===== src/rtl/mdio_eng_pkg.sv =====
package mdio_eng_pkg;

  // Leading nibbles after which the PHY owns the data line.
  localparam logic [3:0] LEAD_C22_RD  = 4'b0110;
  localparam logic [3:0] LEAD_C45_RD  = 4'b0011;
  localparam logic [3:0] LEAD_C45_RDI = 4'b0010;

  function automatic logic hands_over_bus(input logic [3:0] lead);
    logic r;
    unique case (lead)
      LEAD_C22_RD, LEAD_C45_RD, LEAD_C45_RDI: r = 1'b1;
      default:                                r = 1'b0;
    endcase
    return r;
  endfunction

endpackage


===== src/rtl/mdio_rst_sync.sv =====
module mdio_rst_sync #(
  parameter int STAGES = 2
) (
  input  logic clk,
  input  logic rst_n,
  output logic rst_core_n
);
  generate
    if (STAGES == 0) begin : g_bypass
      assign rst_core_n = rst_n;
    end else begin : g_chain
      logic [STAGES-1:0] chain_q;
      logic [STAGES-1:0] chain_d;
      if (STAGES == 1) begin : g_one
        assign chain_d = 1'b1;
      end else begin : g_many
        assign chain_d = {chain_q[STAGES-2:0], 1'b1};
      end
      always_ff @(posedge clk or negedge rst_n) begin
        if (!rst_n) chain_q <= '0;
        else        chain_q <= chain_d;
      end
      assign rst_core_n = chain_q[STAGES-1];
    end
  endgenerate
endmodule


===== src/rtl/mdio_clk_div.sv =====
module mdio_clk_div #(
  parameter int DIV_BASE_LOG2 = 3,
  parameter int SEL_W         = 2,
  parameter int CNT_W         = DIV_BASE_LOG2 + (1 << SEL_W) - 1
) (
  input  logic             clk,
  input  logic             rst_n,
  input  logic             run,
  input  logic [SEL_W-1:0] sel,
  output logic             mdc,
  output logic             rise_tick,
  output logic             fall_tick
);
  localparam logic [CNT_W:0] ONE_W = {{CNT_W{1'b0}}, 1'b1};

  logic [CNT_W-1:0] cnt_q, cnt_d;
  logic             mdc_q, mdc_d;
  logic [CNT_W:0]   period;
  logic [CNT_W-1:0] full_m1, half_m1;

  always_comb begin
    period    = ONE_W << (DIV_BASE_LOG2 + int'(sel));
    full_m1   = CNT_W'(period - ONE_W);
    half_m1   = CNT_W'((period >> 1) - ONE_W);
    rise_tick = run && (cnt_q == half_m1);
    fall_tick = run && (cnt_q == full_m1);
  end

  always_comb begin
    cnt_d = cnt_q;
    mdc_d = mdc_q;
    if (!run) begin
      cnt_d = '0;
      mdc_d = 1'b0;
    end else begin
      if (fall_tick) cnt_d = '0;
      else           cnt_d = cnt_q + 1'b1;
      if (rise_tick)      mdc_d = 1'b1;
      else if (fall_tick) mdc_d = 1'b0;
    end
  end

  always_ff @(posedge clk or negedge rst_n) begin
    if (!rst_n) begin
      cnt_q <= '0;
      mdc_q <= 1'b0;
    end else begin
      cnt_q <= cnt_d;
      mdc_q <= mdc_d;
    end
  end

  assign mdc = mdc_q;
endmodule


===== src/rtl/mdio_shift_core.sv =====
module mdio_shift_core #(
  parameter int FRAME_W = 32
) (
  input  logic               clk,
  input  logic               rst_n,
  input  logic               load,
  input  logic [FRAME_W-1:0] load_val,
  input  logic               capture,
  input  logic               step,
  input  logic               mdio_i,
  output logic [FRAME_W-1:0] q
);
  logic [FRAME_W-1:0] q_q, q_d;
  logic               samp_q, samp_d;

  always_comb begin
    samp_d = capture ? mdio_i : samp_q;
    if (load)      q_d = load_val;
    else if (step) q_d = {q_q[FRAME_W-2:0], samp_q};
    else           q_d = q_q;
  end

  always_ff @(posedge clk or negedge rst_n) begin
    if (!rst_n) begin
      q_q    <= '0;
      samp_q <= 1'b0;
    end else begin
      q_q    <= q_d;
      samp_q <= samp_d;
    end
  end

  assign q = q_q;
endmodule


===== src/rtl/mdio_seq_ctrl.sv =====
module mdio_seq_ctrl
  import mdio_eng_pkg::*;
#(
  parameter int FRAME_W  = 32,
  parameter int HDR_BITS = 14,
  parameter int SEL_W    = 2,
  parameter int BIT_W    = $clog2(FRAME_W)
) (
  input  logic             clk,
  input  logic             rst_n,
  input  logic             wr_en,
  input  logic [3:0]       wr_lead,
  input  logic [SEL_W-1:0] div_sel,
  input  logic             fall_tick,
  output logic             load,
  output logic [SEL_W-1:0] div_q,
  output logic             busy,
  output logic             done,
  output logic             irq,
  output logic             oe
);
  localparam logic [BIT_W-1:0] LAST_BIT = BIT_W'(FRAME_W - 1);
  localparam logic [BIT_W-1:0] HDR_LIM  = BIT_W'(HDR_BITS);

  logic [BIT_W-1:0] bit_q, bit_d;
  logic             busy_q, busy_d, done_q, done_d, irq_q, irq_d, rd_q, rd_d;
  logic [SEL_W-1:0] div_d, div_r;
  logic             start, last;

  always_comb begin
    start  = wr_en && !busy_q;
    last   = busy_q && fall_tick && (bit_q == LAST_BIT);
    bit_d  = bit_q;
    if (start)                    bit_d = '0;
    else if (busy_q && fall_tick) bit_d = bit_q + 1'b1;
    busy_d = start ? 1'b1 : (last ? 1'b0 : busy_q);
    done_d = start ? 1'b0 : (last ? 1'b1 : done_q);
    irq_d  = last;
    rd_d   = start ? hands_over_bus(wr_lead) : rd_q;
    div_d  = start ? div_sel : div_r;
  end

  always_ff @(posedge clk or negedge rst_n) begin
    if (!rst_n) begin
      bit_q  <= '0;
      busy_q <= 1'b0;
      done_q <= 1'b0;
      irq_q  <= 1'b0;
      rd_q   <= 1'b0;
      div_r  <= '0;
    end else begin
      bit_q  <= bit_d;
      busy_q <= busy_d;
      done_q <= done_d;
      irq_q  <= irq_d;
      rd_q   <= rd_d;
      div_r  <= div_d;
    end
  end

  assign load  = start;
  assign div_q = div_r;
  assign busy  = busy_q;
  assign done  = done_q;
  assign irq   = irq_q;
  assign oe    = busy_q && (!rd_q || (bit_q < HDR_LIM));
endmodule


===== src/rtl/mdio_shift_engine.sv =====
module mdio_shift_engine #(
  parameter int FRAME_W       = 32,
  parameter int HDR_BITS      = 14,
  parameter int DIV_BASE_LOG2 = 3,
  parameter int SEL_W         = 2,
  parameter int SYNC_STAGES   = 2
) (
  input  logic               clk,
  input  logic               rst_n,
  input  logic               wr_en,
  input  logic [FRAME_W-1:0] wr_data,
  input  logic [SEL_W-1:0]   div_sel,
  input  logic               mdio_i,
  output logic [FRAME_W-1:0] shift_q,
  output logic               busy,
  output logic               done,
  output logic               irq,
  output logic               mdc,
  output logic               mdio_o,
  output logic               mdio_oe
);
  localparam int CNT_W = DIV_BASE_LOG2 + (1 << SEL_W) - 1;

  logic             rst_core_n;
  logic             load, rise_tick, fall_tick, oe;
  logic [SEL_W-1:0] div_q;

  mdio_rst_sync #(.STAGES(SYNC_STAGES)) u_rst (
    .clk(clk), .rst_n(rst_n), .rst_core_n(rst_core_n)
  );

  mdio_seq_ctrl #(
    .FRAME_W(FRAME_W), .HDR_BITS(HDR_BITS), .SEL_W(SEL_W)
  ) u_ctrl (
    .clk(clk), .rst_n(rst_core_n), .wr_en(wr_en),
    .wr_lead(wr_data[FRAME_W-1 -: 4]), .div_sel(div_sel),
    .fall_tick(fall_tick), .load(load), .div_q(div_q),
    .busy(busy), .done(done), .irq(irq), .oe(oe)
  );

  mdio_clk_div #(
    .DIV_BASE_LOG2(DIV_BASE_LOG2), .SEL_W(SEL_W), .CNT_W(CNT_W)
  ) u_div (
    .clk(clk), .rst_n(rst_core_n), .run(busy), .sel(div_q),
    .mdc(mdc), .rise_tick(rise_tick), .fall_tick(fall_tick)
  );

  mdio_shift_core #(.FRAME_W(FRAME_W)) u_core (
    .clk(clk), .rst_n(rst_core_n), .load(load), .load_val(wr_data),
    .capture(rise_tick), .step(fall_tick), .mdio_i(mdio_i), .q(shift_q)
  );

  assign mdio_o  = busy && shift_q[FRAME_W-1];
  assign mdio_oe = oe;
endmodule


===== config.mk =====
export PLATFORM = sky130hd
export DESIGN_NAME = mdio_shift_engine
export DESIGN_NICKNAME = d
export VERILOG_FILES = /design/src/rtl/mdio_eng_pkg.sv /design/src/rtl/mdio_rst_sync.sv /design/src/rtl/mdio_clk_div.sv /design/src/rtl/mdio_shift_core.sv /design/src/rtl/mdio_seq_ctrl.sv /design/src/rtl/mdio_shift_engine.sv
export SDC_FILE = /design/constraint.sdc
export NUM_CORES = 1
export LEC_CHECK = 0
export ABC_AREA = 1
export ABC_CLOCK_PERIOD_IN_PS = 1600
export BUFFER_PORTS_ARGS = -buffer_cell sky130_fd_sc_hd__buf_2
export CORE_ASPECT_RATIO = 0.75
export CORE_MARGIN = 8
export CORE_UTILIZATION = 47
export CTS_BUF_LIST = sky130_fd_sc_hd__clkbuf_8
export DETAILED_ROUTE_END_ITERATION = 10
export PLACE_DENSITY = 0.73
export SETUP_SLACK_MARGIN = 0.5
export SLEW_MARGIN = 10
export SYNTH_ARGS = -nofsm -noshare
export SYNTH_HDL_FRONTEND = slang
export SYNTH_SLANG_ARGS = --single-unit

===== constraint.sdc =====
create_clock -name clk -period 1.6 [get_ports clk]
set_input_delay 0.32 -clock clk [delete_from_list [all_inputs] [get_ports clk]]
set_output_delay 0.32 -clock clk [all_outputs]
set_load 0.005 [all_outputs]

==> results.json, run 1 <==
{
  "core-area_um2": 5856,
  "end_kind": "register",
  "synth_area_leaders": "dfrtp_1 (46%), nand2_1 (25%), nand3_1 (8.5%)",
  "holdWs_ns": 0.1347,
  "slowest_delay_ns": 0.44,
  "synth_edf_count": 0,
  "h-tree-depth": 2,
  "synth-warning-count": 0,
  "path_common_cell": "nand2_1",
  "hp-class": "reg2async",
  "p_leak_nw": 2.563,
  "peakVddDrop_mv": 0.8737,
  "path_delay_family": "simple AND/OR/NAND/NOR gates",
  "first_pass_iters": 4,
  "first_global_vias": 3027,
  "cp_cell_sequence": "inv_4 > nand2_1 > nand3_2 > nor2_2 > nand3_4 > buf_8 > buf_12 > nand3_1 > nand2_1",
  "avgRoutedWirePerCell_um": 14.87,
  "port_buffers": 75,
  "dp_cells": 545,
  "cp-start-kind": "register",
  "finalHoldViolations": 0,
  "drt_iter0_drc": 170,
  "cap_violations": 0,
  "grt_setup_unrepaired": "true",
  "num_vias": 3136,
  "synthCells": 395,
  "antenna_found_initial": 0,
  "setup_slack_ns": 0.02567,
  "cts_buffers": 5,
  "grt_pass1_wl_um": 13920,
  "ys_seq_area_share_pct": 46.23,
  "cp.arrival_ns": 1.79,
  "fp.dieH_um": 83.66,
  "drv_slew": 0,
  "num_rows": 24,
  "die-width_um": 106.2,
  "ys_types": 23,
  "synthFlopType": "dfrtp_1",
  "yosys.area.top_type_share_pct": 46.23,
  "crit_slowest_cell": "dfrtp_2",
  "finalNetCount": 582,
  "status": "finished clean",
  "synth-seq-cells": 53,
  "pre_cts_ws_ns": 0.1268,
  "cts_tree": "done",
  "drc": 0,
  "setup_viol": 0,
  "clk_path_buf_depth": 2,
  "final_core_util_pct": 73.87,
  "async_reset_ff_share_pct": 100.0,
  "numClockSinks": 53,
  "synth.cell_area_um2": 2869,
  "vias_per_cell": 5.066,
  "grt_max_degree": 43,
  "overflow": 0,
  "ios": 76,
  "finalCritPeriodShare_pct": 98.40,
  "start_util_pct": 49.00,
  "die-area_um2": 8886,
  "tns_ns": 0,
  "place_area_um2": 3327,
  "insertion_delay_ns": 0.31,
  "critPathMaxFanout": 6,
  "min_period_ns": 1.574,
  "final_cells": 619,
  "place.detailed.hpwl_um": 5160,
  "drt_wl_total_um": 9206,
  "ys_top_cells_by_count": "nand2_1 (194), dfrtp_1 (53), nand3_1 (49), inv_1 (28), nor2_1 (23)",
  "drive_gt1_share_pct": 40.85,
  "cp.buffers_inverters": 3,
  "globalplace.congestion": 0.9373,
  "yosys.area.top_type": "dfrtp_1",
  "r2r_slack_ns": 0.03,
  "powerDensity_nw_per_um2": 1504,
  "antennaDiodeCount": 0,
  "worstPathRequired_ns": 1.82,
  "ant_nets": 0,
  "cp.depth": 9,
  "power_mw": 6.505,
  "gr-usage-all-layers_pct": 18.97,
  "cts.clk_slew.worst_paths_ns": 0.11,
  "fin_area_um2": 4325,
  "fillCellCount": 425,
  "syn_to_final_growth_pct": 50.76,
  "avgSynthCellArea_um2": 7.263,
  "fmax_ghz": 0.6352,
  "yosysMostFrequentCell": "nand2_1",
  "skew_ns": 0.01533,
  "r2r.worst_path.cells": 9,
  "crit_type": "reg2reg",
  "cts_root_buf": "clkbuf_8"
}
final timing paths:
| check | startpoint | to |
|---|---|---|
| worst max-delay path | u_ctrl.div_q[1] | u_core.q[10] |
| worst min-delay path | u_rst.g_chain.chain_q[1] | u_ctrl.div_q[0] |
| worst max register to register | u_ctrl.div_q[1] | u_core.q[10] |
| worst min register to register | u_rst.g_chain.chain_q[1] | u_ctrl.div_q[0] |
| max in group asynchronous | u_rst.g_chain.chain_q[1] | u_core.q[15] |
| min in group clk | div_sel[0] | u_ctrl.div_q[0] |
worst register-to-register path: stages (launching register included):
cell and delay [ns]:
dfrtp_2 0.44, inv_4 0.07, nand2_1 0.12, nand3_2 0.10, nor2_2 0.17, nand3_4 0.13
buf_8 0.17, buf_12 0.14, nand3_1 0.09, nand2_1 0.07
power breakdown:
part / total, mW / switching (mW) / internal, mW / leakage (nW)
Sequential: 2.22 / 0.372 / 1.84 / 0.677
Clock: 0.811 / 0.459 / 0.352 / 0.0512
Combinational: 3.48 / 1.71 / 1.77 / 1.83
Total: 6.51 / 2.54 / 3.96 / 2.56
logic make-up (layout without fill, tap and decap cells):
family	after synthesis	after routing	synth area share, %
AOI/OAI and AO/OA	12	12	2.268
xor gates and xnor gates	3	3	0.9160
adders and majority gates	4	4	1.745
buffers and inverters	48	192	9.812
DFF	53	53	46.23
other	1	3	0.1307
and+or+nand+nor	274	274	38.90
routing by layer:
| layer | share of wire, % | up-vias | track usage [%] | routed length [um] |
|---|---|---|---|---|
| met4 | 2.3 | 0 | 5.860 | 212 |
| met2 | 50 | 110 | 32.09 | 4579 |
| met3 | 7.2 | 16 | 5.247 | 664 |
| met5 | 0 | - | 0 | 0 |
| li1 | - | 1512 | - | - |
| met1 | 41 | 1498 | 22.76 | 3749 |
cells in the final DEF (no fill, tap or decap), types with 5 or more instances in the layout:
cell type,synthesis,routed
dfrtp_1,53,50
nand2_2,2,19
clkbuf_8,2,6
nand2_1,194,171
buf_12,0,5
nand3_2,2,12
buf_6,5,11
nand3_1,49,38
nor2_1,23,17
buf_2,8,73
inv_1,28,22
nand2_4,0,6
buf_4,0,56
what timing repair did:
| action | in CTS | in global routing |
|---|---|---|
| endpoints found under the setup margin | 86 | 88 |
| gates cloned | 4 | 1 |
| pin swaps | 6 | 15 |
| resized for setup | 46 | 45 |
| buffers inserted | 40 | 20 |
| hold endpoints to repair | 2 | 0 |
| hold buffers | 1 | 0 |
sequential cells by signal, indices dropped and copies added (netlist names):
name / count
u_core.q: 32
u_core.samp_q: 1
u_ctrl.bit_q: 5
u_ctrl.busy: 1
u_ctrl.div_q: 2
u_ctrl.done: 1
u_ctrl.irq: 1
u_ctrl.rd_q: 1
u_div.cnt_q: 6
u_div.mdc: 1
u_rst.g_chain.chain_q: 2
final cells by class:
class	instances	area (um2)	share of cell area, %
repair buffers	155	1215	28.09
clock buffers	6	82.58	1.909
well taps	78	97.59	2.256
flip-flops and latches	53	1330	30.75
clock inverters	2	13.76	0.3182
multi-input cells	296	1470	33.99
inverters	29	116.4	2.690
Note: power is estimated with default switching activity, not from simulation.
==> inputs of run 2 (changes only) <==
--- a/config.mk
+++ b/config.mk
@@ -13,7 +13,7 @@
 export CORE_UTILIZATION = 47
 export CTS_BUF_LIST = sky130_fd_sc_hd__clkbuf_8
 export DETAILED_ROUTE_END_ITERATION = 10
-export PLACE_DENSITY = 0.73
+export PLACE_DENSITY = 0.75
 export SETUP_SLACK_MARGIN = 0.5
 export SLEW_MARGIN = 10
 export SYNTH_ARGS = -nofsm -noshare
==> run 2 against run 1 <==
- total power down 2.3%
- register-to-register slack better by 0.02 ns
- non-clock buffer count down 11
- die area unchanged
- critical endpoint is now u_core.q[16]
- combinational power down 8.3%
- via count down 2.2%
==> results.json, run 2 (same netlist as run 1, synthesis figures left out) <==
{
  "multi_input_area_um2": 1440,
  "drt_iter0_drc": 221,
  "antennaDiodeCount": 0,
  "ant_nets": 0,
  "dp_cells": 543,
  "clk_path_buf_depth": 2,
  "critPathMaxFanout": 7,
  "grt_setup_unrepaired": "true",
  "crit_type": "reg2reg",
  "cap_violations": 0,
  "overflow": 0,
  "peakVddDrop_mv": 0.8061,
  "largest_reg_flops": 32,
  "place.detailed.hpwl_um": 5055,
  "combPwrFrac_pct": 50.3,
  "regArea_um2": 1331,
  "core-area_um2": 5856,
  "drive_gt1_share_pct": 37.92,
  "crit_slowest_cell": "dfrtp_2",
  "seq_power_share_pct": 34.8,
  "fmax_ghz": 0.6426,
  "cp_cell_sequence": "inv_4 > nand2_4 > a21oi_1 > nor2_2 > nand3_4 > nand2_8 > clkbuf_16 > nand2_1 > nand2_1",
  "fillCellCount": 438,
  "h-tree-depth": 2,
  "final_cells": 608,
  "die-area_um2": 8886,
  "skew_ns": 0.01530,
  "die-width_um": 106.2,
  "vias_per_cell": 5.043,
  "antenna_found_initial": 0,
  "start_util_pct": 49.00,
  "fin_area_um2": 4172,
  "place_area_um2": 3312,
  "grt_pass1_wl_um": 12860,
  "power_switching_share_pct": 37.79,
  "slowest_delay_ns": 0.48,
  "cts.clk_slew.worst_paths_ns": 0.09,
  "cp-start-kind": "register",
  "drt_wl_total_um": 8988,
  "finalCritPeriodShare_pct": 97.26,
  "pre_cts_ws_ns": 0.1843,
  "fp.dieH_um": 83.66,
  "worstPathRequired_ns": 1.80,
  "cts_buffers": 5,
  "status": "finished clean",
  "clkPwrFrac_pct": 15.0,
  "port_buffers": 75,
  "grt_max_degree": 44,
  "cts_tree": "done",
  "r2r_slack_ns": 0.04,
  "powerDensity_nw_per_um2": 1523,
  "num_rows": 24,
  "first_global_vias": 2829,
  "globalplace.congestion": 0.8945,
  "numClockSinks": 53,
  "finalNetCount": 571,
  "p_int_mw": 3.952,
  "finalHoldViolations": 0,
  "cp.arrival_ns": 1.76,
  "drv_slew": 0,
  "ios": 76,
  "cts_root_buf": "clkbuf_8",
  "num_vias": 3066,
  "insertion_delay_ns": 0.32,
  "avgRoutedWirePerCell_um": 14.78,
  "final_common_cell": "nand2_1",
  "hp-class": "reg2async",
  "setup_viol": 0,
  "gr-usage-all-layers_pct": 17.20,
  "setup_slack_ns": 0.04382,
  "p_leak_nw": 2.495,
  "drc": 0,
  "tns_ns": 0,
  "first_pass_iters": 5,
  "min_period_ns": 1.556,
  "end_kind": "register",
  "most-common-layout-cells": "nand2_1 (169), buf_2 (73), buf_4 (52)",
  "path_common_cell": "nand2_1",
  "power.switching_mw": 2.401,
  "syn_to_final_growth_pct": 45.40
}
## run 2: changes by cell type in the layout (fill, tap and decap cells not counted), sizes merged
cell | before | now
buf | 153 | 139
inv | 29 | 30
clkinv | 2 | 0
bufinv | 0 | 1
clkbuf | 7 | 10
## run 2: final timing paths
check	startpoint	cells past startpoint	to
worst max-delay path	u_ctrl.div_q[1]	9	u_core.q[16]
worst min-delay path	u_rst.g_chain.chain_q[1]	0	u_div.cnt_q[5]
worst max register to register	u_ctrl.div_q[1]	9	u_core.q[16]
worst min register to register	u_rst.g_chain.chain_q[1]	0	u_div.cnt_q[5]
max in group asynchronous	u_rst.g_chain.chain_q[1]	1	u_core.q[15]
min in group clk	div_sel[0]	3	u_ctrl.div_q[0]
## run 2: repair_timing
item | in CTS | in global routing
buffers inserted | 29 | 21
endpoints found under the hold margin | 2 | 0
endpoints found under the setup margin | 88 | 88
hold buffers | 1 | 0
gates resized for setup | 18 | 48
pin swaps | 4 | 13
cloned | 0 | 6
## run 2: power groups by stage
| stage | clock, mW | sequential (mW) | combinational (mW) |
|---|---|---|---|
| after floorplan | 0 | 2.27 | 1.30 |
| after global placement | 0 | 2.27 | 2.06 |
| after detailed placement | 0 | 2.28 | 2.10 |
| after CTS | 0.954 | 2.19 | 2.59 |
| after global routing | 1.00 | 2.26 | 3.57 |
| final | 0.950 | 2.21 | 3.19 |
## run 2: per-stage QoR
step / hold slack, ns / util (%) / total power, mW
finish: 0.1289 / 71.24 / 6.353
global placement: 0.1051 / 56.56 / 4.331
floorplan: 0.02441 / - / 3.573
global route: 0.1496 / 71.24 / 6.831
detailed placement: 0.1081 / 56.56 / 4.375
CTS: 0.1350 / 63.61 / 5.738
## run 2: per-layer routing
layer  track usage [%]  share of wire, %
met4             4.841               1.4
met5                 0                 0
met2             28.74                48
met3             4.398               7.4
met1             21.30                43
## run 2: final cells by class
type / count / share of cell area [%]
inverters: 29 / 2.669
repair buffers: 144 / 25.76
flip-flops and latches: 53 / 31.91
clock inverters: 2 / 0.8098
clock buffers: 6 / 1.980
multi-input cells: 296 / 34.52
well taps: 78 / 2.340
## run 2: critical path: cells and delay by family, from the launching register on
| family | cells | cell delay [ns] |
|---|---|---|
| AND/OR/NAND/NOR | 6 | 0.50 |
| flip-flops | 1 | 0.48 |
| buffers and inverters | 2 | 0.28 |
| AO/OA/AOI/OAI | 1 | 0.18 |
==> inputs of run 3 (changes only) <==
--- a/config.mk
+++ b/config.mk
@@ -10,10 +10,10 @@
 export BUFFER_PORTS_ARGS = -buffer_cell sky130_fd_sc_hd__buf_2
 export CORE_ASPECT_RATIO = 0.75
 export CORE_MARGIN = 8
-export CORE_UTILIZATION = 47
+export CORE_UTILIZATION = 40
 export CTS_BUF_LIST = sky130_fd_sc_hd__clkbuf_8
 export DETAILED_ROUTE_END_ITERATION = 10
-export PLACE_DENSITY = 0.75
+export PLACE_DENSITY = 0.66
 export SETUP_SLACK_MARGIN = 0.5
 export SLEW_MARGIN = 10
 export SYNTH_ARGS = -nofsm -noshare
==> run 3 against run 2 <==
- the run now ends with setup timing left
- combinational power barely moved
- global-route usage fell by 0.84 points
- count of clock-buffer cells in the layout fell by 1
- highest routed layer unchanged
==> results.json, run 3 (same netlist as run 1, synthesis figures left out) <==
{
  "ios": 76,
  "multi_input_area_um2": 1433,
  "power_switching_share_pct": 38.22,
  "gr-usage-all-layers_pct": 16.36,
  "cp_cell_sequence": "inv_2 > nand2_1 > nand3_1 > nor2_1 > nand3_4 > nand2_8 > buf_12 > nand2_1 > nand2_1",
  "p_int_mw": 3.917,
  "crit_type": "reg2reg",
  "ant_nets": 0,
  "clk_path_buf_depth": 2,
  "path_common_cell": "nand2_1",
  "place.detailed.hpwl_um": 5279,
  "die-area_um2": 10170,
  "power.switching_mw": 2.423,
  "port_buffers": 75,
  "fin_area_um2": 4308,
  "end_kind": "register",
  "cts_tree": "done",
  "critPathMaxFanout": 7,
  "finalHoldViolations": 0,
  "drv_slew": 0,
  "cts.clk_slew.worst_paths_ns": 0.11,
  "drive_gt1_share_pct": 38.96,
  "insertion_delay_ns": 0.32,
  "fp.dieH_um": 89.35,
  "setup_slack_ns": -0.01616,
  "final_common_cell": "nand2_1",
  "seq_power_share_pct": 35.0,
  "regArea_um2": 1331,
  "powerDensity_nw_per_um2": 1472,
  "combPwrFrac_pct": 50.2,
  "numClockSinks": 53,
  "grt_max_degree": 35,
  "worstPathRequired_ns": 1.86,
  "fmax_ghz": 0.6188,
  "clkPwrFrac_pct": 14.8,
  "syn_to_final_growth_pct": 50.15,
  "cp.arrival_ns": 1.88,
  "violations": "setup timing",
  "cp-start-kind": "register",
  "setup_viol": 17,
  "largest_reg_flops": 32,
  "num_rows": 26,
  "p_leak_nw": 2.525,
  "min_period_ns": 1.616,
  "final_core_util_pct": 62.76,
  "first_global_vias": 2914,
  "fillCellCount": 592,
  "die-width_um": 113.8,
  "avgRoutedWirePerCell_um": 15.03,
  "num_vias": 3079,
  "finalNetCount": 580,
  "drt_iter0_drc": 164,
  "skew_ns": 0.01524,
  "cap_violations": 0,
  "slowest_delay_ns": 0.46,
  "dp_cells": 565,
  "finalCritPeriodShare_pct": 101.0,
  "holdWs_ns": 0.2152,
  "power_mw": 6.340,
  "crit_slowest_cell": "dfrtp_1",
  "status": "finished with violations",
  "cts_root_buf": "clkbuf_8",
  "final_cells": 637,
  "drc": 0,
  "antennaDiodeCount": 0,
  "antenna_found_initial": 0,
  "grt_pass1_wl_um": 13470,
  "globalplace.congestion": 0.9511,
  "first_pass_iters": 5,
  "overflow": 0,
  "r2r_slack_ns": -0.02,
  "core-area_um2": 6864,
  "place_area_um2": 3364,
  "peakVddDrop_mv": 0.7826,
  "vias_per_cell": 4.834,
  "start_util_pct": 41.80,
  "drt_wl_total_um": 9572,
  "hp-class": "reg2async",
  "grt_setup_unrepaired": "true",
  "cts_buffers": 5,
  "h-tree-depth": 2,
  "most-common-layout-cells": "nand2_1 (174), buf_2 (73), buf_4 (54)"
}
-- run 3: power by group through the flow --
stage | logic (mW) | registers (mW) | clock network, mW
3_5_place_dp | 2.08 | 2.30 | 0
4_1_cts | 2.69 | 2.20 | 0.950
2_1_floorplan | 1.30 | 2.27 | 0
3_3_place_gp | 2.04 | 2.28 | 0
6_report | 3.19 | 2.22 | 0.938
5_1_grt | 3.56 | 2.27 | 1.00
-- run 3: cell type report --
type                    count  share of cell area (%)
clock buffers               5                   1.597
clock inverters             3                   1.075
inverters                  29                   2.585
multi-input cells         296                   33.26
flip-flops and latches     53                   30.90
well taps                  98                   2.846
repair buffers            153                   27.74
-- run 3: worst max-delay path, delay by kind of cell, from the launching register on --
family | cells | cell delay, ns
buffers and inverters | 2 | 0.23
flip-flops | 1 | 0.46
AND/OR/NAND/NOR | 7 | 0.87
-- run 3: per-layer routing --
layer | part of all wire, % | up-vias | GRT usage [%]
li1 | - | 1505 | -
met1 | 42 | 1430 | 20.00
met2 | 48 | 129 | 27.80
met3 | 9.1 | 15 | 4.588
met4 | 1.4 | 0 | 4.693
met5 | 0 | - | 0
-- run 3: timing repair --
item | 4_1_cts | 5_1_grt
resized for setup | 30 | 39
buffers inserted | 41 | 14
endpoints found under the setup margin | 88 | 88
hold endpoints to repair | 2 | 0
cloned | 1 | 7
hold buffers | 1 | 0
pin swaps | 7 | 11
-- run 3: final timing paths --
| kind | cells past startpoint | start | endpoint |
|---|---|---|---|
| setup / recovery | 9 | u_div.cnt_q[4] | u_core.q[6] |
| max in group asynchronous | 1 | u_rst.g_chain.chain_q[1] | u_ctrl.div_q[1] |
| setup reg to reg | 9 | u_div.cnt_q[4] | u_core.q[6] |
| hold reg to reg | 0 | u_rst.g_chain.chain_q[1] | u_core.q[22] |
| hold / removal | 0 | u_rst.g_chain.chain_q[1] | u_core.q[22] |
| min in group clk | 3 | div_sel[0] | u_ctrl.div_q[0] |
-- run 3: through the flow --
step	setup TNS (ns)	setup slack, ns
4_1_cts	0	0.1318
6_report	-0.1608	-0.01616
2_1_floorplan	0	0.2575
3_5_place_dp	0	0.1671
3_3_place_gp	0	0.2487
5_1_grt	-1.554	-0.06644
